$ cat src/rtl/beep_code_seq.sv
module beep_code_seq #(
  parameter int ON_CYC    = 4,
  parameter int INTRA_CYC = 3,
  parameter int GROUP_CYC = 8
) (
  input  logic       clk,
  input  logic       rst,
  input  logic       start,
  input  logic [7:0] code,
  output logic       spk,
  output logic       busy,
  output logic       done
);
  localparam int MAXC = (ON_CYC > GROUP_CYC) ? ON_CYC : GROUP_CYC;
  localparam int CW   = $clog2(MAXC + 1);

  typedef enum logic [1:0] {S_IDLE, S_ON, S_GAP_IN, S_GAP_GRP} state_t;

  state_t        st;
  logic [CW-1:0] cnt;
  logic [7:0]    cap;
  logic [1:0]    grp;
  logic [1:0]    left;

  assign spk  = (st == S_ON);
  assign busy = (st != S_IDLE);

  wire [1:0] next_field = cap[5 - 2*grp -: 2];
  wire       cnt_end    = (cnt == '0);

  always_ff @(posedge clk) begin
    if (rst) begin
      st   <= S_IDLE;
      cnt  <= '0;
      cap  <= '0;
      grp  <= '0;
      left <= '0;
      done <= 1'b0;
    end else begin
      done <= 1'b0;
      case (st)
        S_IDLE: if (start) begin
          cap  <= code;
          grp  <= '0;
          left <= code[7:6];
          cnt  <= CW'(ON_CYC - 1);
          st   <= S_ON;
        end
        S_ON: if (!cnt_end) cnt <= cnt - 1'b1;
          else if (left != 2'd0) begin
            left <= left - 1'b1;
            cnt  <= CW'(INTRA_CYC - 1);
            st   <= S_GAP_IN;
          end else if (grp == 2'd3) begin
            done <= 1'b1;
            st   <= S_IDLE;
          end else begin
            left <= next_field;
            grp  <= grp + 1'b1;
            cnt  <= CW'(GROUP_CYC - 1);
            st   <= S_GAP_GRP;
          end
        S_GAP_IN, S_GAP_GRP: if (!cnt_end) cnt <= cnt - 1'b1;
          else begin
            cnt <= CW'(ON_CYC - 1);
            st  <= S_ON;
          end
        default: st <= S_IDLE;
      endcase
    end
  end

  AST_RESET_IDLE: assert property (@(posedge clk) rst |=> (!busy && !spk && !done));
  AST_DONE_ONE_CYCLE: assert property (@(posedge clk) disable iff (rst) done |=> !done);
  AST_DONE_SILENT: assert property (@(posedge clk) disable iff (rst) done |-> (!busy && !spk));
  AST_DONE_AFTER_BEEP: assert property (@(posedge clk) disable iff (rst) $rose(done) |-> $past(spk));
  AST_SPK_IN_BUSY: assert property (@(posedge clk) disable iff (rst) spk |-> busy);
  AST_BUSY_STARTS_LOUD: assert property (@(posedge clk) disable iff (rst) $rose(busy) |-> spk);
  AST_START_IGNORED: assert property (@(posedge clk) disable iff (rst) (busy && !spk && start) |=> busy);
endmodule

$ cat config.mk
export PLATFORM = sky130hd
export DESIGN_NAME = beep_code_seq
export DESIGN_NICKNAME = d
export VERILOG_FILES = /design/src/rtl/beep_code_seq.sv
export SDC_FILE = /design/constraint.sdc
export NUM_CORES = 1
export LEC_CHECK = 0
export BUFFER_PORTS_ARGS = -buffer_cell sky130_fd_sc_hd__buf_2
export CORE_ASPECT_RATIO = 1.5
export CORE_MARGIN = 1.5
export CORE_UTILIZATION = 30
export CTS_CLUSTER_DIAMETER = 150
export DETAILED_ROUTE_END_ITERATION = 10
export SLEW_MARGIN = 20
export SYNTH_ARGS = -nofsm -noshare
export SYNTH_HDL_FRONTEND = slang
export SYNTH_SLANG_ARGS = --single-unit
$ cat constraint.sdc
create_clock -name clk -period 1.87 [get_ports clk]
set_input_delay 0.374 -clock clk [delete_from_list [all_inputs] [get_ports clk]]
set_output_delay 0.374 -clock clk [all_outputs]
set_load 0.03 [all_outputs]
# After elaboration in Yosys (flattened, before gate mapping)

Index checks and enable logic that the tools add are counted.

Register bits after elaboration: 19
Input port bits: 11
Output and inout bits: 3

Add/subtract/negate cells: 4
Equality and inequality tests: 11
Shift-type cells: 1
Muxes and demuxes: 23
Bitwise gates (word level): 2
Reduce and logical (&&, ||, !) cells: 12

Operators by type and width:

| cell                                                                     | number |
|---|---|
| 9-bit by 33-bit indexed part select with 2-bit output                    | 1 |
| 2-bit two-way mux                                                        | 13 |
| 4-bit two-way mux                                                        | 5 |
| 4-bit one-hot mux with 3 select lines                                    | 1 |
| 2-bit inequality test (second input constant)                            | 4 |
| 2-bit one-hot mux with 2 select lines                                    | 2 |
| 2-bit == test (second input constant)                                    | 3 |
| 2-bit one-hot mux with 3 select lines                                    | 1 |
| 2-bit nonzero test                                                       | 3 |
| 5-bit AND reduction                                                      | 1 |
| 4-bit logical NOT                                                        | 1 |
| 4-bit inequality test (second input constant)                            | 1 |
| 2-bit AND reduction                                                      | 2 |
| 4-bit AND reduction                                                      | 1 |
| 4-bit OR reduction                                                       | 1 |
| 3-bit by 3-bit subtractor with 4-bit output (first input constant)       | 1 |
| 4-bit by 1-bit subtractor with 4-bit output (second input constant)      | 1 |
| 3-bit inequality test (second input constant)                            | 1 |
| 3-bit AND reduction                                                      | 1 |
| 2-bit by 1-bit adder with 2-bit output (second input constant)           | 1 |
| 2-bit by 1-bit == test with 1-bit output (second input constant)         | 1 |
| 2-bit logical NOT                                                        | 1 |
| 2-bit by 1-bit inequality test with 1-bit output (second input constant) | 1 |
| 1-bit NOT                                                                | 2 |
| 3 further kinds                                                          | 3 |

# Depth between registers and ports, before layout

Depth in word-level cells: 6
Mapped depth: 7

# Worst setup path before layout

Ideal clock, no wire load.

Path kind: register to register
Start: reg grp[0]
End: reg grp[0]
Library setup time: 0.131 ns
Data arrival time: 1.530 ns
Required time: 1.739 ns
Path slack: 0.210 ns
Stages on the path, launching flop included: 6
Cell sequence: dfxtp_1 -> ha_1 -> or4b_4 -> a21oi_4 -> mux2i_1 -> a21oi_2

Cells in the longest elaborated chain, start to end: 5
Elaborated cells on any way between the ends: 8

RTL lines:

| item                                   | line | source |
|---|---|---|
| from (decl)                            | 22   | `logic [1:0] grp;` |
| from (signal assigned)                 | 59   | `grp <= grp + 1'b1;` |
| 2-bit by 1-bit adder with 2-bit output | 59   |  |
| 2-bit two-way mux                      | 54   | `end else if (grp == 2'd3) begin` |
| 2-bit two-way mux                      | 50   | `else if (left != 2'd0) begin` |
| 2-bit two-way mux                      | 49   | `S_ON: if (!cnt_end) cnt <= cnt - 1'b1;` |
| 2-bit one-hot mux with 2 select lines  | 41   | `case (st)` |

Several ways; a longest one is shown, not always the timed one. The select of a mux whose other input is x is not followed.
A chain may end at the register's enable or synchronous reset.

# Worst setup path after layout

Ends and elaborated chain as after synthesis.

==> out/qor.txt <==
Status - complete, no violations
Die footprint - 0.004019 mm²
Seq/Total Area, Yosys - 0.3482
Die Y-Extent - 76.90 µm
Highest net fanout along the worst path - 7
Startpoint Class - flip-flop
Async S/R FF share, synth - 0
Vias - 994
CTS Buffer Depth - 2
Reg2reg path depth - 5
Drt total wl - 2605 µm
Tcrit/Tclk final - 0.9494
H-tree depth - 1
Layout Skew - 2.836 ps
Synth warn - 0
Placer congestion estimate - 0.8474
Wire per inst - 14.01 µm
Detailed Place HPWL - 2039 µm
Nets - 160
Critical path, cell by cell - ha_1 -> or4b_4 -> a21oi_4 -> mux2i_1 -> a21oi_2
Arrival @ worst endpoint - 1920 ps
Multi-input gate area - 649.4 µm²
Mapped cell area - 0.001092 mm²
Layout cell share with drive strength beyond 1 - 0.2569
Leak Pwr - 0.0005294 µW
Synth unique cells - 38
Critical R2R Launch - grp[0]
Max-slew headroom - 0.5756
Setup violations, final - 0
Setup_tns - 0 ps
Syn Nets - 141
Largest stage delay, worst path - 510 ps
Worst hold stages - 3
Initial antenna violation count - 0
Setup Crit Path Kind - reg -> reg
Worst EP required - 2010 ps
Worst-Margin Slew - 633.9 ps
Worst-path clk slew - 70 ps
Gate Count Post-Synth - 126
Setup bufs post-CTS - 0
Top Ports - 14
Core area - 0.003448 mm²
Highest clock rate - 563.2 MHz
Largest net degree at the start of global routing - 20
Port bufs - 13
Ys flop type - dfxtp_1
Total global-route track usage - 0.1502
DP Cell Count - 182
Remaining antenna violation count - 0
Filler cell count - 386
Final Non-Filler Cells - 186
RSZ-0062 raised after global routing - no
Synthesized flop and latch total - 19
Hold path startpoint - code[4]
DR iter-0 viols - 32
WHS Endpoint - cap[4]
Syn-to-layout area delta - 17.98%
Syn avg cell area - 8.669 µm²
CTS Root Cell - clkbuf_8
DR vias/cell - 5.344
CTS buffer count - 3
R2r setup slk - 90 ps
Hold Path Class - in -> reg
Min cycle time layout - 1775 ps
EDFF count, synth - 0
VDD IR max - 496.1 µV
CP Buf/Inv Count - 0
Initial Utilization - 0.3168
Max-cap viol count - 0
PwrDens - 982.2 mW/mm²
GRT overflow - 0
ANT cells - 0
Die Wd - 52.27 µm
Pins over their slew limit - 0
CP endpoint kind - flip-flop
Register Area - 381.6 µm²
Worst-Skew Late Latency - 260 ps
CTS sink count - 19
First-pass GRT wire length - 4609 µm
Slowest CP cell - or4b_4
CP startpoint - grp[0]
CTS tree - done
Number of global-route vias before repair - 1058
Top delay family on crit path - simple AND/OR/NAND/NOR gates
Drt drc - 0
Final hold vios - 0
TritonRoute pass-1 iters - 4
Row count - 26
Worst r2r dst - grp[0]
## final cells by class
type | count | area share
Sequential cell | 19 | 0.2961
Clock inverter | 1 | 0.003883
Tap cell | 42 | 0.04078
Timing Repair Buffer | 21 | 0.09709
Inverter | 9 | 0.02621
Multi-Input combinational cell | 91 | 0.5039
Clock buffer | 3 | 0.03204
## cells in the mapped netlist, drive strengths merged (2+ instances only)
master / instances / area (µm²)
a21o: 2 / 15.01
a21oi: 16 / 95.10
a311oi: 2 / 17.52
a31oi: 4 / 25.02
and3: 2 / 12.51
buf: 2 / 10.01
clkbuf: 5 / 18.77
dfxtp: 19 / 380.4
ha: 4 / 50.05
inv: 9 / 33.79
mux4: 2 / 52.55
nand2: 12 / 45.04
nand2b: 3 / 18.77
nand3: 3 / 15.01
nand4: 3 / 18.77
nor2: 4 / 15.01
nor3: 4 / 20.02
nor3b: 3 / 37.54
nor4: 2 / 12.51
o21ai: 11 / 55.05
or3b: 2 / 20.02
## worst min-delay path: stages
cell and delay [ps]:
buf_2 100, nand2_1 40, a21oi_1 50
## per-layer routing
| layer | track usage | part of all wire | wire [µm] | vias to the layer above |
|---|---|---|---|---|
| met5 | 0 | 0 | 0 | - |
| met2 | 0.2772 | 0.55 | 1439 | 15 |
| li1 | - | - | - | 503 |
| met1 | 0.1602 | 0.40 | 1048 | 471 |
| met3 | 0.02724 | 0.031 | 80 | 5 |
| met4 | 0.05897 | 0.014 | 37 | 0 |
## how the worst max path moves through the flow
| stage | end | slack, ps | cells after the start |
|---|---|---|---|
| final | grp[0] | 90 | 5 |
| after global routing | grp[0] | 30 | 5 |
| after CTS | spk | 60 | 4 |
| after detailed placement | grp[0] | 110 | 5 |
| after global placement | grp[0] | 150 | 5 |
| after floorplan | grp[0] | 210 | 5 |
## cells by family (layout without fill, tap and decap cells)
group                      Yosys count  count (layout)  synth area share
AOI/OAI and AO/OA                   43              43            0.2703
and+or+nand+nor                     41              41            0.2211
DFF                                 19              19            0.3482
buffers and inverters               16              34           0.05728
adders and majority gates            4               4           0.04582
muxes                                3               3           0.05727
## state kept, by name, summed over array words and instances, names as in the netlist
register / flops
grp: 2
cnt: 4
st: 2
done: 1
cap: 8
left: 2
## layout by cell type, fill, tap and decap left out, drive strengths merged, types with 4 or more instances in the layout
cell	synthesis	final
ha	4	4
inv	9	9
a31oi	4	4
nor2	4	4
o21ai	11	11
dfxtp	19	19
buf	2	21
nor3	4	4
a21oi	16	16
nand2	12	12
## power breakdown
part           switching (µW)  internal, µW  leakage (µW)
logic                     271           201      0.000347
clock network             142           149     0.0000255
registers                47.6           456      0.000156
## per-stage QoR
stage | power, µW | utilization | setup WS [ps] | cell area (µm²) | hold slack (ps)
3_5_place_dp | 980.3 | 0.3599 | 109.1 | 1241 | 465.1
6_report | 1266 | 0.3737 | 94.55 | 1289 | 345.5
3_3_place_gp | 972.3 | 0.3599 | 152.0 | 1241 | 464.2
4_1_cts | 1274 | 0.3734 | 61.05 | 1287 | 344.5
5_1_grt | 1351 | 0.3737 | 32.51 | 1289 | 356.0
2_1_floorplan | 836.8 | - | 209.7 | 1092 | 448.5
## repair_timing
action / in CTS / in global routing
setup endpoints to repair: 0 / 1
hold buffers: 0 / 0
hold endpoints to repair: 0 / 0
resized for setup: 0 / 1
Power figures use the tool's default switching activity.
